<file path="src/rtl/fold_pkg.sv">
package fold_pkg;
  typedef enum logic {
    FREQ_NOM  = 1'b0,
    FREQ_HALF = 1'b1
  } freq_e;
endpackage

</file>
<file path="src/rtl/fold_div.sv">
// Period divider: boundary pulse every DIV or 2*DIV cycles
module fold_div #(
  parameter int DIV = 8
) (
  input  logic clk_i,
  input  logic rst_ni,
  input  logic en_i,
  input  logic half_i,
  output logic tick_o
);
  localparam int CW = $clog2(2 * DIV);
  localparam logic [CW-1:0] LIM_NOM  = CW'(DIV - 1);
  localparam logic [CW-1:0] LIM_HALF = CW'(2 * DIV - 1);

  logic [CW-1:0] cnt_q;
  logic [CW-1:0] lim;

  assign lim    = half_i ? LIM_HALF : LIM_NOM;
  assign tick_o = en_i && (cnt_q == lim);

  always_ff @(posedge clk_i or negedge rst_ni) begin
    if (!rst_ni)     cnt_q <= '0;
    else if (!en_i)  cnt_q <= '0;
    else if (tick_o) cnt_q <= '0;
    else             cnt_q <= cnt_q + 1'b1;
  end
endmodule

</file>
<file path="src/rtl/fold_run.sv">
// Saturating count of consecutive hits; full_o flags the completing hit
module fold_run #(
  parameter int LEN = 8
) (
  input  logic clk_i,
  input  logic rst_ni,
  input  logic clr_i,
  input  logic step_i,
  input  logic hit_i,
  output logic full_o
);
  localparam int CW = (LEN > 2) ? $clog2(LEN) : 1;
  localparam logic [CW-1:0] TOP = CW'(LEN - 1);

  logic [CW-1:0] cnt_q;

  assign full_o = step_i && hit_i && (cnt_q == TOP);

  always_ff @(posedge clk_i or negedge rst_ni) begin
    if (!rst_ni)      cnt_q <= '0;
    else if (clr_i)   cnt_q <= '0;
    else if (step_i) begin
      if (!hit_i)            cnt_q <= '0;
      else if (cnt_q != TOP) cnt_q <= cnt_q + 1'b1;
    end
  end
endmodule

</file>
<file path="src/rtl/fold_ctl.sv">
module fold_ctl #(
  parameter int DIV_NOM = 8,
  parameter int RUN_LEN = 8,
  parameter int SS_W    = 8
) (
  input  logic            clk_i,
  input  logic            rst_ni,
  input  logic            en_i,
  input  logic            zx_i,
  input  logic            ss_busy_i,
  input  logic [SS_W-1:0] ss_prog_i,
  output logic            freq_sel_o,
  output logic            pwm_en_o
);
  import fold_pkg::*;

  localparam int NDIR = 2;  // 0: toward fold, 1: toward nominal

  freq_e     freq_q;
  logic      tick;
  logic      forced;
  logic [NDIR-1:0] run_clr, run_hit, run_full;

  assign forced = ss_busy_i && !ss_prog_i[SS_W-1];

  fold_div #(.DIV(DIV_NOM)) u_div (
    .clk_i  (clk_i),
    .rst_ni (rst_ni),
    .en_i   (en_i),
    .half_i (freq_q == FREQ_HALF),
    .tick_o (tick)
  );

  assign run_clr[0] = !en_i;
  assign run_hit[0] = zx_i;
  assign run_clr[1] = !en_i || forced;  // quiet periods ignored while forced
  assign run_hit[1] = !zx_i;

  for (genvar d = 0; d < NDIR; d++) begin : g_run
    fold_run #(.LEN(RUN_LEN)) u_run (
      .clk_i  (clk_i),
      .rst_ni (rst_ni),
      .clr_i  (run_clr[d]),
      .step_i (tick),
      .hit_i  (run_hit[d]),
      .full_o (run_full[d])
    );
  end

  always_ff @(posedge clk_i or negedge rst_ni) begin
    if (!rst_ni)     freq_q <= FREQ_NOM;
    else if (!en_i)  freq_q <= FREQ_NOM;
    else if (tick) begin
      if (forced)                                  freq_q <= FREQ_HALF;
      else if (freq_q == FREQ_NOM  && run_full[0]) freq_q <= FREQ_HALF;
      else if (freq_q == FREQ_HALF && run_full[1]) freq_q <= FREQ_NOM;
    end
  end

  assign freq_sel_o = (freq_q == FREQ_HALF);
  assign pwm_en_o   = tick;
endmodule

</file>
<file path="config.mk">
export PLATFORM = sky130hd
export DESIGN_NAME = fold_ctl
export DESIGN_NICKNAME = d
export VERILOG_FILES = /design/src/rtl/fold_pkg.sv /design/src/rtl/fold_div.sv /design/src/rtl/fold_run.sv /design/src/rtl/fold_ctl.sv
export SDC_FILE = /design/constraint.sdc
export NUM_CORES = 1
export LEC_CHECK = 0
export BUFFER_PORTS_ARGS = -buffer_cell sky130_fd_sc_hd__buf_4
export CORE_UTILIZATION = 50
export DETAILED_ROUTE_END_ITERATION = 7
export PLACE_DENSITY = 0.75
export SLEW_MARGIN = 0
export SYNTH_ARGS = -nofsm -noshare
export SYNTH_HDL_FRONTEND = slang
export SYNTH_SLANG_ARGS = --single-unit
</file>
<file path="constraint.sdc">
create_clock -name clk_i -period 4.3 [get_ports clk_i]
set_input_delay 0.86 -clock clk_i [delete_from_list [all_inputs] [get_ports clk_i]]
set_output_delay 0.86 -clock clk_i [all_outputs]
set_load 0.02 [all_outputs]
</file>
Yosys cells after proc, flatten, opt, wreduce, memory -nomap -nowiden
Cells that the tools add are included.
{ "totals": {"regBits": 11, "in_bits": 13, "out_inout_bits": 2, "elab_cells": 49} }
{ "op_classes": {"n_addsub": 3, "n_eq_ne": 8, "muxes": 16, "bitwise": 1, "n_reduce_logical": 17} }
{ "op_table": {"columns": ["operator", "n"], "rows": [
  ["3-bit two-way mux", 8],
  ["4-bit two-way mux", 3],
  ["1-bit logical AND", 8],
  ["3-bit by 1-bit adder with 3-bit output (second input constant)", 2],
  ["3-bit == test (second input constant)", 2],
  ["3-bit != test (second input constant)", 2],
  ["2-bit AND reduction", 3],
  ["1-bit two-way mux", 5],
  ["4-bit by 1-bit adder with 4-bit output (second input constant)", 1],
  ["4-bit == test", 1],
  ["4-bit by 1-bit != test with 1-bit output (second input constant)", 1],
  ["1-bit logical NOT", 3],
  ["3-bit by 2-bit != test with 1-bit output (second input constant)", 1],
  ["3-bit nonzero test", 1],
  ["2-bit by 1-bit != test with 1-bit output (second input constant)", 1],
  ["2-bit nonzero test", 1],
  ["1-bit logical OR", 1],
  ["1-bit inverter", 1]
]} }

Longest topological paths before layout
Gate-level depths: netlist of the first run.
{ "logic_depth": {"depth_word": 11, "depth_mapped": 5} }

Cells and area by module
From an unflattened synthesis of the first run, not the netlist that was laid out.
{ "hier_totals": {"cells_unflattened": 61, "hier_area_um2": 614.3} }
{ "modules_own_cells": {"columns": ["mod", "n_inst", "cells_each", "area_per_inst_um2", "seq_area_each_um2"], "rows": [
  ["fold_run", 2, 17, 182.7, 75.1],
  ["fold_div", 1, 18, 186.4, 100.1],
  ["fold_ctl", 1, 9, 62.6, 25.0]
]} }

Worst setup path before layout of the first run
No wires, ideal clock.
{ "synth_timing": {"kind": "input-to-output", "from": "input port en_i", "to": "output port pwm_en_o", "arrival_ps": 1467, "required_ps": 3440, "slack_ps": 1973, "cell_stages": 2, "path_buffers": 0, "path_cell_list": "inv_1 -> nor3_1"} }
{ "synth_via": {"elab_chain_len": 1} }
{ "synth_rtl": {"columns": ["item", "line_no", "source"], "rows": [
  ["start, declared", "fold_ctl.sv:8", "input logic en_i,"],
  ["1-bit logical AND", "fold_div.sv:19", "assign tick_o = en_i && (cnt_q == lim);"],
  ["end, declared", "fold_ctl.sv:13", "output logic pwm_en_o"]
]} }
Every way passes these cells.

Worst setup path after layout of the first run
Same ends and word-level chain as after synthesis.

==> flow_summary.ini, run 1 <==
[sta]
tightestPinTransition_ps = 555
clock_skew_ps = 1.08
period_share_pct = 54.8
rsz0062_at_grt = no
finalMaxSlewViolations = 0
finalSetupViolCount = 0
timing.fmax_mhz = 425
finalWorstPathRequiredPeriod_ps = 2360
hold_violations = 0
slew_headroom_pct = 62.7
finalSetupTns_ps = 0

[detailed_routing]
drc = 0
dr.pass1.iters = 4
initialDrtViolationCount = 24
drt.antenna.violating_nets = 0
finalWirelength_microns = 1280
wire_per_inst_microns = 13.9
vias_per_cell = 5.79
num_vias = 533

[final_layout]
drive_gt1_share_pct = 15.4
layoutNonFillerInstCount = 92
utilization_pct = 63.5
area_growth_pct = 12.9
diodes = 0
nets = 97

[clock_network]
path_clk_slew_ps = 70
post_cts.repair.setup_buffers = 0
root_buffer = clkbuf_4
cts_made_buffers = 3
cts_resized = 0
cts_sinks = 11
cts_buffer_depth = 2
clk_latency_ps = 270
cts_hold_buffers = 0
htreeDepth = 1
cts_tree = done

[power_and_ir_drop]
power_leakage_nw = 0.329
max-vdd-ir-drop_uv = 215
cellPowerDensity_nw_per_um2 = 263

[synthesis]
ys_seq_area_share_pct = 41.8
ys_warn_count = 0
synth_cell_types = 23
synthCells = 69
ys_ff_latch = 11
syn_area_sq_um = 658
synth_fp_nets = 87
avgSynthCellArea_sq_um = 9.54

[run_status]
outcome = complete, no violations

[place]
hpwl_microns = 919
gp_congestion = 0.725
dp_cells = 88
port_buffers = 7

[grt]
grt_antenna_before_repair = 0
grt_pass1_wl_microns = 2080
use_met3_pct = 5.23
busiest_layer = met2
grt_usage_pct = 21.7
grtUsageMet2_pct = 33.9
grt_overflow = 0
grt_max_degree = 12
grt_pass1_vias = 493
grt_use_met1_pct = 26.7

[floorplanning]
rows = 12
die_area_sq_um = 1470
initial_core_util_pct = 56.2
die_w_microns = 38.3
chipHeight_microns = 38.3
core-area_sq_um = 1170
ios = 15

[setup_path]
crit_arrival_ps = 1500
reg2reg_depth = 5
crit_type = in2out
cp_max_fo = 8
endpoint_kind = output port
worstPathRequired_ps = 3440
startpoint_type = input pin

[run]
maxCapViolCount = 0

[hold_path]
hp-class = in2async
report_power, final:
group	total (mW)	leakage (nW)	switching (mW)	internal, mW
clock	0.0721	0.0150	0.0361	0.0359
sequential	0.108	0.151	0.00196	0.106
combinational	0.0156	0.163	0.00886	0.00672
state kept, by name (all words and copies together), names as in the netlist:
name / cells
g_run.u_run.cnt_q: 6
freq_sel_o: 1
u_div.cnt_q: 4
placed cells by master (no fill, tap or decap):
master     count
dfrtp_1       11
nand3_1        9
buf_4          7
o21ai_1        6
a31oi_1        6
nand2_1        5
ha_1           5
nor3_1         3
nor2b_1        3
nor3b_1        3
clkbuf_4       3
xnor2_1        2
nor2_1         2
and2_1         2
nand4_1        2
inv_1          1
xor2_2         1
xor2_1         1
nor3_2         1
nand2b_1       1
nand4b_1       1
a2111oi_0      1
a31o_1         1
clkbuf_1       1
final timing paths:
check	startpoint	endpoint	slack [ps]
worst max-delay path	en_i	pwm_en_o	1940
worst min-delay path	rst_ni	g_run[1].u_run.cnt_q[0]	410
worst max register to register	g_run[0].u_run.cnt_q[0]	freq_sel_o	2720
worst min register to register	u_div.cnt_q[0]	u_div.cnt_q[0]	470
max in group asynchronous	rst_ni	u_div.cnt_q[3]	3740
min in group clk_i	u_div.cnt_q[0]	u_div.cnt_q[0]	470
through the flow:
stage	power, mW	setup WS, ps	area [sq um]	hold WS [ps]
final	0.195	1940	743	410
after global routing	0.203	1810	743	413
after CTS	0.197	1970	743	413
after detailed placement	0.125	1970	717	461
after global placement	0.125	1960	717	456
after floorplan	0.118	1970	658	437
Yosys cell counts:
master	instances	area share (%)
dfrtp_1	11	42
nand3_1	9	6.8
a31oi_1	6	5.7
o21ai_1	6	4.6
ha_1	5	9.5
nand2_1	5	2.9
nor2b_1	3	2.9
nor3_1	3	2.3
nor3b_1	3	3.4
and2_1	2	1.9
nand4_1	2	1.9
nor2_1	2	1.1
xnor2_1	2	2.7
a2111oi_0	1	1.3
a31o_1	1	1.3
buf_4	1	1.1
clkbuf_1	1	0.57
inv_1	1	0.57
nand2b_1	1	0.95
nand4b_1	1	1.3
nor3_2	1	1.5
xor2_1	1	1.3
xor2_2	1	2.5
final cells by class:
| cell class | instances | area, sq um |
|---|---|---|
| fillers | 99 | 428 |
| multi-input cells | 55 | 368 |
| flip-flops and latches | 11 | 275 |
| repair buffers | 7 | 52.6 |
| clock buffers | 4 | 26.3 |
| well taps | 14 | 17.5 |
| inverters | 1 | 3.75 |
worst max-delay path, cell delays in order:
cell and delay [ps]:
buf_4 110, inv_1 130, nor3_1 220, buf_4 180
routing by layer:
metal,share of wire (%),vias to the layer above
met4,2.3,0
met3,2.7,4
met1,51,251
li1,-,272
met5,0,-
met2,44,6
logic make-up after synthesis:
group / Yosys count / share of synthesized area (%)
fa+ha+maj: 5 / 9.51
buf+inv: 3 / 2.28
xor+xnor: 4 / 6.47
compound gates: 14 / 12.9
flops: 11 / 41.8
simple gates: 32 / 27.0
(Power assumes the default switching activity.)
==> inputs of run 2 (changes only) <==
ABC_AREA = 1   (was unset)
CORE_AREA = 2 2 39 41   (was unset)
CORE_UTILIZATION = unset   (was 50)
DIE_AREA = 0 0 41 43   (was unset)
PLACE_DENSITY = 0.7   (was 0.75)
clock period = 2.3 ns   (was 4.3 ns; I/O delays follow)
==> flow_summary.ini, run 2 <==
[run_status]
outcome = complete, no violations

[synthesis]
synth_edf_count = 0
synth_fp_nets = 97
synth_ff_type = dfrtp_1
async_flop_share_pct = 100
synthCells = 79
synth.largest_area_cell = dfrtp_1
synthTopCellsByArea = dfrtp_1 (45%), nand2_1 (15%), ha_1 (10%)
ys_ff_latch = 11
ys_seq_area_share_pct = 45.1
ys_warn_count = 0
synth_top_area_share_pct = 45.1
syn_area_sq_um = 611
yosysMostFrequentCell = nand2_1
avgSynthCellArea_sq_um = 7.73
synth_cell_types = 11
synth_commonest_cells = nand2_1 (25), inv_1 (12), dfrtp_1 (11), nor2_1 (10), nand3_1 (9)

[final_layout]
final_common_cell = nand2_1
mostFrequentLayoutCells = nand2_1 (25), inv_1 (12), dfrtp_1 (11), nor2_1 (10), nand3_1 (9)
diodes = 0
largest_reg_flops = 6
utilization_pct = 51.3
largest-register = g_run.u_run.cnt_q
layoutNonFillerInstCount = 106
drive_gt1_share_pct = 14.4
nets = 109
area_growth_pct = 16.2

[clock_network]
post_cts.repair.setup_buffers = 0
cts_made_buffers = 3
root_buffer = clkbuf_4
cts_sinks = 11
cts_hold_buffers = 0
cts_tree = done
path_clk_slew_ps = 80
clk_latency_ps = 270
htreeDepth = 1
cts_resized = 0
cts_buffer_depth = 2

[grt]
grt_pass1_vias = 461
grt_max_degree = 12
grt_antenna_before_repair = 0
grt_overflow = 0
grt_pass1_wl_microns = 1900
grt_usage_pct = 16.3

[setup_path]
crit_chain = ha_1, nand2_1, inv_1, nand3_2, nor2_1, buf_4
crit_path_top_delay_cell = dfrtp_1
path_buf_inv = 2
cp_max_fo = 3
crit_type = reg2out
crit_arrival_ps = 1400
max_stage_delay_ps = 380
endpoint_kind = output port
startpoint_type = flip-flop
worstPathRequired_ps = 1840
cp_top_family = flip-flops

[detailed_routing]
dr.pass1.iters = 4
initialDrtViolationCount = 6
vias_per_cell = 4.78
wire_per_inst_microns = 10.7
num_vias = 507
drt.antenna.violating_nets = 0
drc = 0
finalWirelength_microns = 1130

[floorplanning]
die_area_sq_um = 1760
die_w_microns = 41
initial_core_util_pct = 44.1
chipHeight_microns = 43
rows = 14
core-area_sq_um = 1380
ios = 15

[power_and_ir_drop]
power_leakage_nw = 0.421
max-vdd-ir-drop_uv = 250
cellPowerDensity_nw_per_um2 = 534

[place]
port_buffers = 7
dp_cells = 102
gp_congestion = 0.720
place_ws_ps = 746
hpwl_microns = 873

[sta]
hold_violations = 0
clock_skew_ps = 6.24
timing.fmax_mhz = 538
finalSetupTns_ps = 0
period_share_pct = 80.8
rsz0062_at_grt = no
finalSetupViolCount = 0
finalWorstPathRequiredPeriod_ps = 1860
fin_ws_ps = 442
finalMaxSlewViolations = 0
tightestPinTransition_ps = 222
slew_headroom_pct = 85.2

[hold_path]
hp-class = in2async

[run]
maxCapViolCount = 0
==> run 2: cell type report <==
type | instances | area (sq um)
Inverter | 12 | 45.0
Clock buffer | 4 | 26.3
Tap cell | 16 | 20.0
Fill cell | 136 | 674
Timing Repair Buffer | 7 | 52.6
Multi-Input combinational cell | 56 | 290
Sequential cell | 11 | 275
==> run 2: cells by family after synthesis <==
family / count (synthesis) / synth area share (%)
compound gates: 2 / 1.64
xor+xnor: 1 / 1.43
fa+ha+maj: 5 / 10.2
buf+inv: 12 / 7.38
flops: 11 / 45.1
simple gates: 48 / 34.2
==> run 2: worst paths after layout <==
check                                        start                       to  slack [ps]  cells after the start
max in group asynchronous                   rst_ni           u_div.cnt_q[0]        2140                      1
hold / removal                              rst_ni  g_run[1].u_run.cnt_q[1]           1                      1
hold reg to reg                     u_div.cnt_q[0]           u_div.cnt_q[0]         480                      1
min in group clk_i                            en_i           u_div.cnt_q[1]         440                      3
setup / recovery                    u_div.cnt_q[0]                 pwm_en_o         440                      6
setup reg to reg           g_run[1].u_run.cnt_q[0]  g_run[1].u_run.cnt_q[0]         940                      7
==> run 2: report_power, final <==
| part | switching, mW | internal [mW] | leakage [nW] |
|---|---|---|---|
| logic | 0.0220 | 0.0144 | 0.256 |
| registers | 0.00515 | 0.200 | 0.150 |
| clock network | 0.0694 | 0.0672 | 0.0150 |
| total | 0.0966 | 0.282 | 0.421 |
==> run 2: through the flow <==
stage	hold WS, ps	area [sq um]	total power [mW]
floorplan	164	611	0.228
global placement	303	683	0.244
detailed placement	304	683	0.246
CTS	11.1	709	0.381
global route	15.8	709	0.397
finish	1.18	709	0.379
==> run 2: metal layers <==
| layer | share of wire, % | global-route usage, % | routed length, microns |
|---|---|---|---|
| met1 | 48 | 19.3 | 547 |
| met2 | 45 | 24.7 | 515 |
| met3 | 2.7 | 3.14 | 31 |
| met4 | 3.4 | 12.0 | 39 |
| met5 | 0 | 0 | 0 |
==> inputs of run 3 (changes only) <==
clock period = 1.93 ns   (was 2.3 ns; I/O delays follow)
==> flow_summary.ini, run 3 (synthesized netlist as in run 2, its figures left out) <==
[setup_path]
crit_arrival_ps = 1360
worstPathRequired_ps = 1540
crit_path_top_delay_cell = dfrtp_1
ff2ff_setup_slack_ps = 570
path_buf_inv = 2
r2r_end = g_run[1].u_run.cnt_q[0]
crit_type = reg2out
crit_chain = ha_1, nand2_1, inv_1, nand3_2, nor2_1, buf_4
endpoint_kind = output port
startpoint_type = flip-flop
max_stage_delay_ps = 370
cp_top_family = flip-flops
reg2reg_depth = 7
cp_max_fo = 3
r2r_start = g_run[1].u_run.cnt_q[0]

[sta]
hold_violations = 0
finalMaxSlewViolations = 0
rsz0062_at_grt = no
tightestPinTransition_ps = 222
finalWorstPathRequiredPeriod_ps = 1750
period_share_pct = 90.4
hold-worst-slack_ps = 363
slew_headroom_pct = 85.1
timing.fmax_mhz = 573
finalSetupViolCount = 0
finalSetupTns_ps = 0
clock_skew_ps = 3.08

[final_layout]
layoutNonFillerInstCount = 107
diodes = 0
area_growth_pct = 17.8
largest-register = g_run.u_run.cnt_q
nets = 110
drive_gt1_share_pct = 14.3
nFillCells = 136
mostFrequentLayoutCells = nand2_1 (25), inv_1 (12), dfrtp_1 (11), nor2_1 (10), nand3_1 (9)
largest_reg_flops = 6
final_common_cell = nand2_1
design_area_sq_um = 719

[hold_path]
hp-class = in2reg
min_to = u_div.cnt_q[1]
hp-start = en_i
holdPathStages = 3

[floorplanning]
core-area_sq_um = 1380
rows = 14
die_w_microns = 41
chipHeight_microns = 43
initial_core_util_pct = 44.1
die_area_sq_um = 1760
ios = 15

[clock_network]
cts_sinks = 11
root_buffer = clkbuf_4
clk_latency_ps = 270
htreeDepth = 1
cts_hold_buffers = 1
cts_buffer_depth = 2
cts_tree = done
cts_resized = 0
post_cts.repair.setup_buffers = 0
path_clk_slew_ps = 70
cts_made_buffers = 3

[grt]
grt_pass1_vias = 458
grt_max_degree = 12
grt_overflow = 0
grt_usage_pct = 16.5
grt_pass1_wl_microns = 1900
grt_antenna_before_repair = 0

[power_and_ir_drop]
power_mw = 0.450
power_leakage_nw = 0.426
cellPowerDensity_nw_per_um2 = 625
max-vdd-ir-drop_uv = 379

[detailed_routing]
initialDrtViolationCount = 0
drc = 0
dr.pass1.iters = 1
drt.antenna.violating_nets = 0
wire_per_inst_microns = 9.99
vias_per_cell = 4.76
num_vias = 509
finalWirelength_microns = 1070

[run]
maxCapViolCount = 0

[place]
dp_cells = 102
placed_cell_area_sq_um = 683
port_buffers = 7
hpwl_microns = 858
gp_congestion = 0.718

[run_status]
outcome = complete, no violations
==> run 3: layer usage <==
layer / vias to the layer above / track usage (%) / wire [microns]
met5: - / 0 / 0
met4: 0 / 14.0 / 38
met3: 5 / 3.14 / 28
met2: 6 / 22.8 / 488
met1: 227 / 20.9 / 513
li1: 271 / - / -
==> run 3: worst register-to-register path, delay by kind of cell, from the launching register on <==
kind / cells / cell delay (ps)
AND/OR/NAND/NOR: 4 / 480
flip-flops: 1 / 400
buffers and inverters: 1 / 50
adder cells (fa/ha/maj): 2 / 390
==> run 3: metrics by stage <==
| stage | utilization, % | setup slack (ps) |
|---|---|---|
| after floorplan | - | 505 |
| after global placement | 49.4 | 474 |
| after detailed placement | 49.4 | 467 |
| after CTS | 52.0 | 161 |
| after global routing | 52.0 | 78.2 |
| final | 52.0 | 185 |
==> run 3: power breakdown <==
part	switching [mW]	internal, mW
sequential	0.00571	0.239
clock	0.0813	0.0801
combinational	0.0257	0.0181
==> run 3: final cells by class <==
type / count / area, sq um / area share, %
Timing Repair Buffer: 8 / 62.6 / 8.70
Sequential cell: 11 / 275 / 38.3
Inverter: 12 / 45.0 / 6.26
Clock buffer: 4 / 26.3 / 3.65
Multi-Input combinational cell: 56 / 290 / 40.3
Tap cell: 16 / 20.0 / 2.78
==> run 3: how the worst max path moves through the flow <==
stage / from / endpoint / slack [ps] / depth (start not counted)
floorplan: freq_sel_o / pwm_en_o / 510 / 4
global placement: u_div.cnt_q[0] / pwm_en_o / 470 / 6
detailed placement: u_div.cnt_q[0] / pwm_en_o / 470 / 6
CTS: u_div.cnt_q[0] / pwm_en_o / 160 / 6
global route: u_div.cnt_q[0] / pwm_en_o / 80 / 6
finish: u_div.cnt_q[0] / pwm_en_o / 180 / 6
